==> src/rtl/i2c_aw_pkg.sv <==
package i2c_aw_pkg;
  typedef enum logic [1:0] {
    POS_ADDR  = 2'd0,
    POS_DATA1 = 2'd1,
    POS_LATER = 2'd2
  } byte_pos_e;
endpackage

==> src/rtl/aw_scl_edge.sv <==
module aw_scl_edge (
  input  logic clk,
  input  logic rst_n,
  input  logic scl,
  output logic rise
);
  logic scl_q;

  always_ff @(posedge clk or negedge rst_n) begin
    if (!rst_n) scl_q <= 1'b1;
    else        scl_q <= scl;
  end

  assign rise = scl && !scl_q;


  rise_single_chk: assert property (@(posedge clk) disable iff (!rst_n)
    rise |=> !rise);
endmodule

==> src/rtl/aw_framer.sv <==
module aw_framer
  import i2c_aw_pkg::*;
#(
  parameter int unsigned DATA_W = 8
) (
  input  logic              clk,
  input  logic              rst_n,
  input  logic              rise,
  input  logic              sda,
  input  logic              start_det,
  input  logic              stop_det,
  output logic [DATA_W-1:0] rx_byte,
  output byte_pos_e         pos,
  output logic              frame_end,
  output logic              byte_done,
  output logic              last_bit
);
  localparam int unsigned CNT_W = $clog2(DATA_W + 1);
  localparam logic [CNT_W-1:0] LAST = CNT_W'(DATA_W);

  logic [CNT_W-1:0] cnt;
  logic             active;
  byte_pos_e        pos_next;

  assign frame_end = active && rise && !start_det && !stop_det && (cnt == LAST);

  always_comb begin
    case (pos)
      POS_ADDR:  pos_next = POS_DATA1;
      default:   pos_next = POS_LATER;
    endcase
  end

  always_ff @(posedge clk or negedge rst_n) begin
    if (!rst_n) begin
      cnt       <= '0;
      active    <= 1'b0;
      pos       <= POS_ADDR;
      rx_byte   <= '0;
      byte_done <= 1'b0;
      last_bit  <= 1'b0;
    end else begin
      byte_done <= frame_end;
      if (rise) last_bit <= sda;
      if (start_det) begin
        active <= 1'b1;
        cnt    <= '0;
        pos    <= POS_ADDR;
      end else if (stop_det) begin
        active <= 1'b0;
        cnt    <= '0;
      end else if (active && rise) begin
        if (cnt == LAST) begin
          cnt <= '0;
          pos <= pos_next;
        end else begin
          cnt     <= cnt + 1'b1;
          rx_byte <= {rx_byte[DATA_W-2:0], sda};
        end
      end
    end
  end


  cnt_range_chk: assert property (@(posedge clk) disable iff (!rst_n)
    cnt <= LAST);

  last_bit_chk: assert property (@(posedge clk) disable iff (!rst_n)
    rise |=> (last_bit == $past(sda)));

  idle_quiet_chk: assert property (@(posedge clk) disable iff (!rst_n)
    !active |=> !byte_done);
endmodule

==> src/rtl/aw_flags.sv <==
module aw_flags
  import i2c_aw_pkg::*;
#(
  parameter int unsigned ADDR_W = 7,
  localparam int unsigned DATA_W = ADDR_W + 1
) (
  input  logic              clk,
  input  logic              rst_n,
  input  logic              frame_end,
  input  byte_pos_e         pos,
  input  logic [DATA_W-1:0] rx_byte,
  input  logic [ADDR_W-1:0] own_addr,
  input  logic              addr_any,
  input  logic              buf_rd,
  input  logic              buf_wr,
  input  logic              start_det,
  input  logic              stop_det,
  output logic              addressed,
  output logic              gen_call
);
  logic addr_hit, gc_hit, set_as, set_gc;

  assign addr_hit = (rx_byte[DATA_W-1:1] == own_addr);
  assign gc_hit   = (rx_byte == '0);
  assign set_as   = frame_end && (addr_any ? (pos == POS_DATA1)
                                           : ((pos == POS_ADDR) && (addr_hit || gc_hit)));
  assign set_gc   = frame_end && (pos == POS_ADDR) && gc_hit;

  always_ff @(posedge clk or negedge rst_n) begin
    if (!rst_n) begin
      addressed <= 1'b0;
      gen_call  <= 1'b0;
    end else begin
      if (set_as)                addressed <= 1'b1;
      else if (buf_rd || buf_wr) addressed <= 1'b0;
      if (start_det || stop_det) gen_call <= 1'b0;
      else if (set_gc)           gen_call <= 1'b1;
    end
  end


  gc_bus_clear_chk: assert property (@(posedge clk) disable iff (!rst_n)
    (start_det || stop_det) |=> !gen_call);

  gc_hold_chk: assert property (@(posedge clk) disable iff (!rst_n)
    (!start_det && !stop_det && gen_call) |=> gen_call);

  as_clear_chk: assert property (@(posedge clk) disable iff (!rst_n)
    ((buf_rd || buf_wr) && !frame_end) |=> !addressed);
endmodule

==> src/rtl/i2c_addr_watch.sv <==
module i2c_addr_watch
  import i2c_aw_pkg::*;
#(
  parameter int unsigned ADDR_W = 7
) (
  input  logic              clk,
  input  logic              rst_n,
  input  logic              scl,
  input  logic              sda,
  input  logic              start_det,
  input  logic              stop_det,
  input  logic [ADDR_W-1:0] own_addr,
  input  logic              addr_any,
  input  logic              buf_rd,
  input  logic              buf_wr,
  output logic              addressed,
  output logic              gen_call,
  output logic              last_bit,
  output logic              byte_done
);
  localparam int unsigned DATA_W = ADDR_W + 1;

  logic              rise, frame_end;
  logic [DATA_W-1:0] rx_byte;
  byte_pos_e         pos;

  aw_scl_edge u_edge (
    .clk(clk), .rst_n(rst_n), .scl(scl), .rise(rise)
  );

  aw_framer #(.DATA_W(DATA_W)) u_framer (
    .clk(clk), .rst_n(rst_n), .rise(rise), .sda(sda),
    .start_det(start_det), .stop_det(stop_det),
    .rx_byte(rx_byte), .pos(pos), .frame_end(frame_end),
    .byte_done(byte_done), .last_bit(last_bit)
  );

  aw_flags #(.ADDR_W(ADDR_W)) u_flags (
    .clk(clk), .rst_n(rst_n), .frame_end(frame_end), .pos(pos),
    .rx_byte(rx_byte), .own_addr(own_addr), .addr_any(addr_any),
    .buf_rd(buf_rd), .buf_wr(buf_wr), .start_det(start_det),
    .stop_det(stop_det), .addressed(addressed), .gen_call(gen_call)
  );


  as_rise_on_byte_chk: assert property (@(posedge clk) disable iff (!rst_n)
    $rose(addressed) |-> byte_done);

  gc_rise_on_byte_chk: assert property (@(posedge clk) disable iff (!rst_n)
    $rose(gen_call) |-> byte_done);

  done_pulse_chk: assert property (@(posedge clk) disable iff (!rst_n)
    byte_done |=> !byte_done);
endmodule

==> config.mk <==
export PLATFORM = sky130hd
export DESIGN_NAME = i2c_addr_watch
export DESIGN_NICKNAME = d
export VERILOG_FILES = /design/src/rtl/i2c_aw_pkg.sv /design/src/rtl/aw_scl_edge.sv /design/src/rtl/aw_framer.sv /design/src/rtl/aw_flags.sv /design/src/rtl/i2c_addr_watch.sv
export SDC_FILE = /design/constraint.sdc
export NUM_CORES = 1
export LEC_CHECK = 0
export ABC_AREA = 1
export BUFFER_PORTS_ARGS = -buffer_cell sky130_fd_sc_hd__buf_2
export CORE_AREA = 2 2 52 54
export CTS_CLUSTER_DIAMETER = 50
export DETAILED_ROUTE_END_ITERATION = 16
export DIE_AREA = 0 0 54 56
export PLACE_DENSITY = 0.66
export SLEW_MARGIN = 20
export SYNTH_ARGS = -nofsm -noshare
export SYNTH_HDL_FRONTEND = slang
export SYNTH_SLANG_ARGS = --single-unit
==> constraint.sdc <==
create_clock -name clk -period 1.3 [get_ports clk]
set_input_delay 0 -clock clk [delete_from_list [all_inputs] [get_ports clk]]
set_output_delay 0 -clock clk [all_outputs]
set_load 0.01 [all_outputs]
==> results.md <==
| Result | Value | Unit |
|:---|:---|:---|
| Global router's overall resource usage | 17.0 | % |
| Share of the cycle needed by the critical path after routing | 105 | % |
| Count of inserted antenna diode cells | 0 | - |
| Post-Synthesis Cells | 138 | - |
| Post-placement cell count | 189 | - |
| Top cell by count, worst path | sky130_fd_sc_hd__nor2_4 | - |
| Share of layout cells above drive strength 1 | 35.0 | % |
| Count of input and output buffers | 19 | - |
| Fraction of registers with async set/reset | 100 | % |
| Number of buffers on the longest clock path | 2 | - |
| Synth Net Count | 156 | - |
| DIE WIDTH | 54 | µm |
| Final Worst Setup Slack | -0.0637 | ns |
| Setup violations, final | 13 | - |
| Hold WS | 0.162 | ns |
| Cell-by-cell listing of the critical path | inv_2 -> ha_4 -> nand2_4 -> nor2_4 -> nand4_4 -> nor2_4 -> nand2_1 -> a21oi_1 | - |
| Period minus WS final | 1.36 | ns |
| Final Max Slew Viols | 0 | - |
| Total number of yosys warnings | 0 | - |
| Master of the slowest instance on the critical path | sky130_fd_sc_hd__dfrtp_1 | - |
| Final core area utilization | 61.1 | % |
| Power density relative to cell area | 1070 | nW/µm² |
| Post-CTS clock slew at the launch and capture registers of the worst setup and hold paths | 0.12 | ns |
| Cell area after synthesis | 1110 | µm² |
| Class of the tightest hold or removal check | primary input to async pin | - |
| Number of violations reported at the end of detailed-routing iteration 0 | 16 | - |
| Commonest cells in the synthesized netlist | 41 x sky130_fd_sc_hd__nand2_1, 26 x sky130_fd_sc_hd__inv_1, 19 x sky130_fd_sc_hd__dfrtp_1 | - |
| Final-layout setup total negative slack | -0.419 | ns |
| Failing checks | setup timing | - |
| Share of the synthesized area in the top cell type | 42.9 | % |
| Via count of the first global-routing pass | 969 | - |
| Arrival time of the worst setup path | 1.60 | ns |
| Req. time, crit path | 1.53 | ns |
| Number of H-tree levels | 1 | - |
| Ranking of synthesized cells by area | sky130_fd_sc_hd__dfrtp_1 43%, sky130_fd_sc_hd__nand2_1 14%, sky130_fd_sc_hd__inv_1 8.8% | - |
| Maximum clock frequency | 0.733 | GHz |
| Total routed wirelength | 2270 | µm |
| Share of synthesized area occupied by flip-flops and latches | 45.3 | % |
| Max-cap check violation count | 0 | - |
| Clock skew after layout | 0.00341 | ns |
| Number of clock sinks seen by CTS | 20 | - |
| Largest net degree at the start of global routing | 21 | - |
| Initial DRT Pass Iterations | 4 | - |
| Area grow syn2layout | 34.1 | % |
| Result of the run | finished with violations | - |
| Number of nets in the layout | 199 | - |
| Number of flops mapped to enable cells by yosys | 0 | - |
| Worst-case headroom to the max-slew limit | 70.0 | % |
| Total clock buffers created by CTS | 3 | - |
| Least-Margin Pin Slew | 0.450 | ns |
| Cell leakage power | 0.799 | nW |
| Critical path buffers and inverters | 1 | - |
| Largest delay contributor family on the critical path | simple AND/OR/NAND/NOR gates | - |
| Placement Cell Area | 1250 | µm² |
| Endpoint class of the critical path | flip-flop | - |
| Final Hold Violating Endpoints | 0 | - |
| Wire length of the first global-routing pass | 3840 | µm |
| Biggest fanout along the worst timing path | 4 | - |
| Count of state elements after synthesis | 20 | - |
| CTS tree | built | - |
| Initial antenna violation count | 0 | - |
| Effective utilization at floorplan | 45.5 | % |
| RSZ-0062 raised after global routing | true | - |
| Mean routed wirelength per cell | 10.8 | µm |
| Post-synth top flop | sky130_fd_sc_hd__dfrtp_1 | - |
| Most common cell in the synthesized netlist | sky130_fd_sc_hd__nand2_1 | - |
| Average cell area after synthesis | 8.02 | µm² |
| Insertion delay of the later-clocked pin in the worst-skew pair | 0.30 | ns |
| Peak per-stage delay on the critical path | 0.41 | ns |
| Residual overflow from global routing | 0 | - |
| Buffer type at the clock tree root | sky130_fd_sc_hd__clkbuf_4 | - |
| Post-route non-filler standard cell count | 210 | - |
| Number of I/O pins | 20 | - |
| Number of vias per cell after detailed routing | 4.58 | - |
| Detailed Place HPWL | 1500 | µm |
| Post-placement worst setup slack | -0.0330 | ns |
| Vias after detailed routing | 962 | - |
| Library cells used by synthesis | 25 | - |
| Height of the chip | 56 | µm |
| GPL Wtd Cong | 0.771 | - |
| Library cell with the largest summed area after synthesis | sky130_fd_sc_hd__dfrtp_1 | - |
| Routed Antenna Nets | 0 | - |
| Area enclosed by the die boundary | 3020 | µm² |
| Setup crit start kind | flip-flop | - |
| Critical path type | flip-flop to flip-flop | - |
| Site row count | 18 | - |
| # DRC | 0 | - |
| Area of the core | 2430 | µm² |
| Post-layout total power | 1.58 | mW |
| Worst-case vdd ir drop | 0.630 | mV |
| Final design area excluding fillers | 1490 | µm² |
-- layout make-up --
| cell class | instances | area, µm² |
|---|---|---|
| Clock buffer | 4 | 26.3 |
| Sequential cell | 20 | 502 |
| Multi-Input combinational cell | 92 | 568 |
| Fill cell | 216 | 947 |
| Inverter | 27 | 101 |
| Timing Repair Buffer | 37 | 250 |
| Tap cell | 30 | 37.5 |
-- path summary, 6_finish.rpt --
kind                                    from             endpoint  slack (ns)  cells past startpoint
min reg2reg                u_flags.addressed    u_flags.addressed        0.49                      2
min in group clk                 own_addr[1]    u_flags.addressed        0.18                      8
max reg2reg                  u_framer.cnt[0]     u_flags.gen_call       -0.06                      8
max                          u_framer.cnt[0]     u_flags.gen_call       -0.06                      8
min                                    rst_n  u_framer.rx_byte[7]        0.16                      2
max in group asynchronous              rst_n         u_edge.scl_q        0.79                      2
-- flip-flops by register name, summed over array words and instances, names as in the netlist --
signal	cells
u_framer.rx_byte	8
u_framer.cnt	4
u_framer.pos	2
u_edge.scl_q	1
u_flags.addressed	1
u_flags.gen_call	1
u_framer.active	1
u_framer.byte_done	1
u_framer.last_bit	1
-- report_power, final --
part           internal [mW]  switching, mW  total [mW]
combinational          0.265          0.251       0.516
clock                  0.119          0.192       0.312
sequential             0.695         0.0606       0.756
total                   1.08          0.504        1.58
-- kinds of logic after synthesis --
logic type | after synthesis | synth area share, %
AND/OR/NAND/NOR | 68 | 28.8
buffers and inverters | 28 | 10.2
flip-flops | 20 | 45.3
AO/OA/AOI/OAI | 18 | 11.9
XOR/XNOR | 2 | 1.58
adder cells (fa/ha/maj) | 2 | 2.26
-- repair_timing --
action / CTS / global route
hold buffers: 8 / 0
gates resized for setup: 6 / 10
buffers inserted: 5 / 2
pin swaps: 2 / 6
hold endpoints to repair: 27 / 0
setup endpoints to repair: 13 / 15
cloned: 1 / 1
-- cell usage in the layout (no fill, tap or decap), drive strengths merged, types with 4 or more instances in the layout --
cell / instances
nand2: 45
buf: 29
inv: 27
dfrtp: 19
nor2: 18
dlygate4sd3: 8
o21ai: 8
a21oi: 7
nand3: 4
clkbuf: 4
-- metal layers --
metal	GRT usage [%]	share of wire [%]	wire length (µm)	vias up
met1	20.6	46	1050	438
met4	7.50	1.6	36	0
met2	28.7	49	1120	13
li1	-	-	-	507
met5	0	0	0	-
met3	2.69	2.6	58	4
Note: power is estimated with default switching activity, not from simulation.
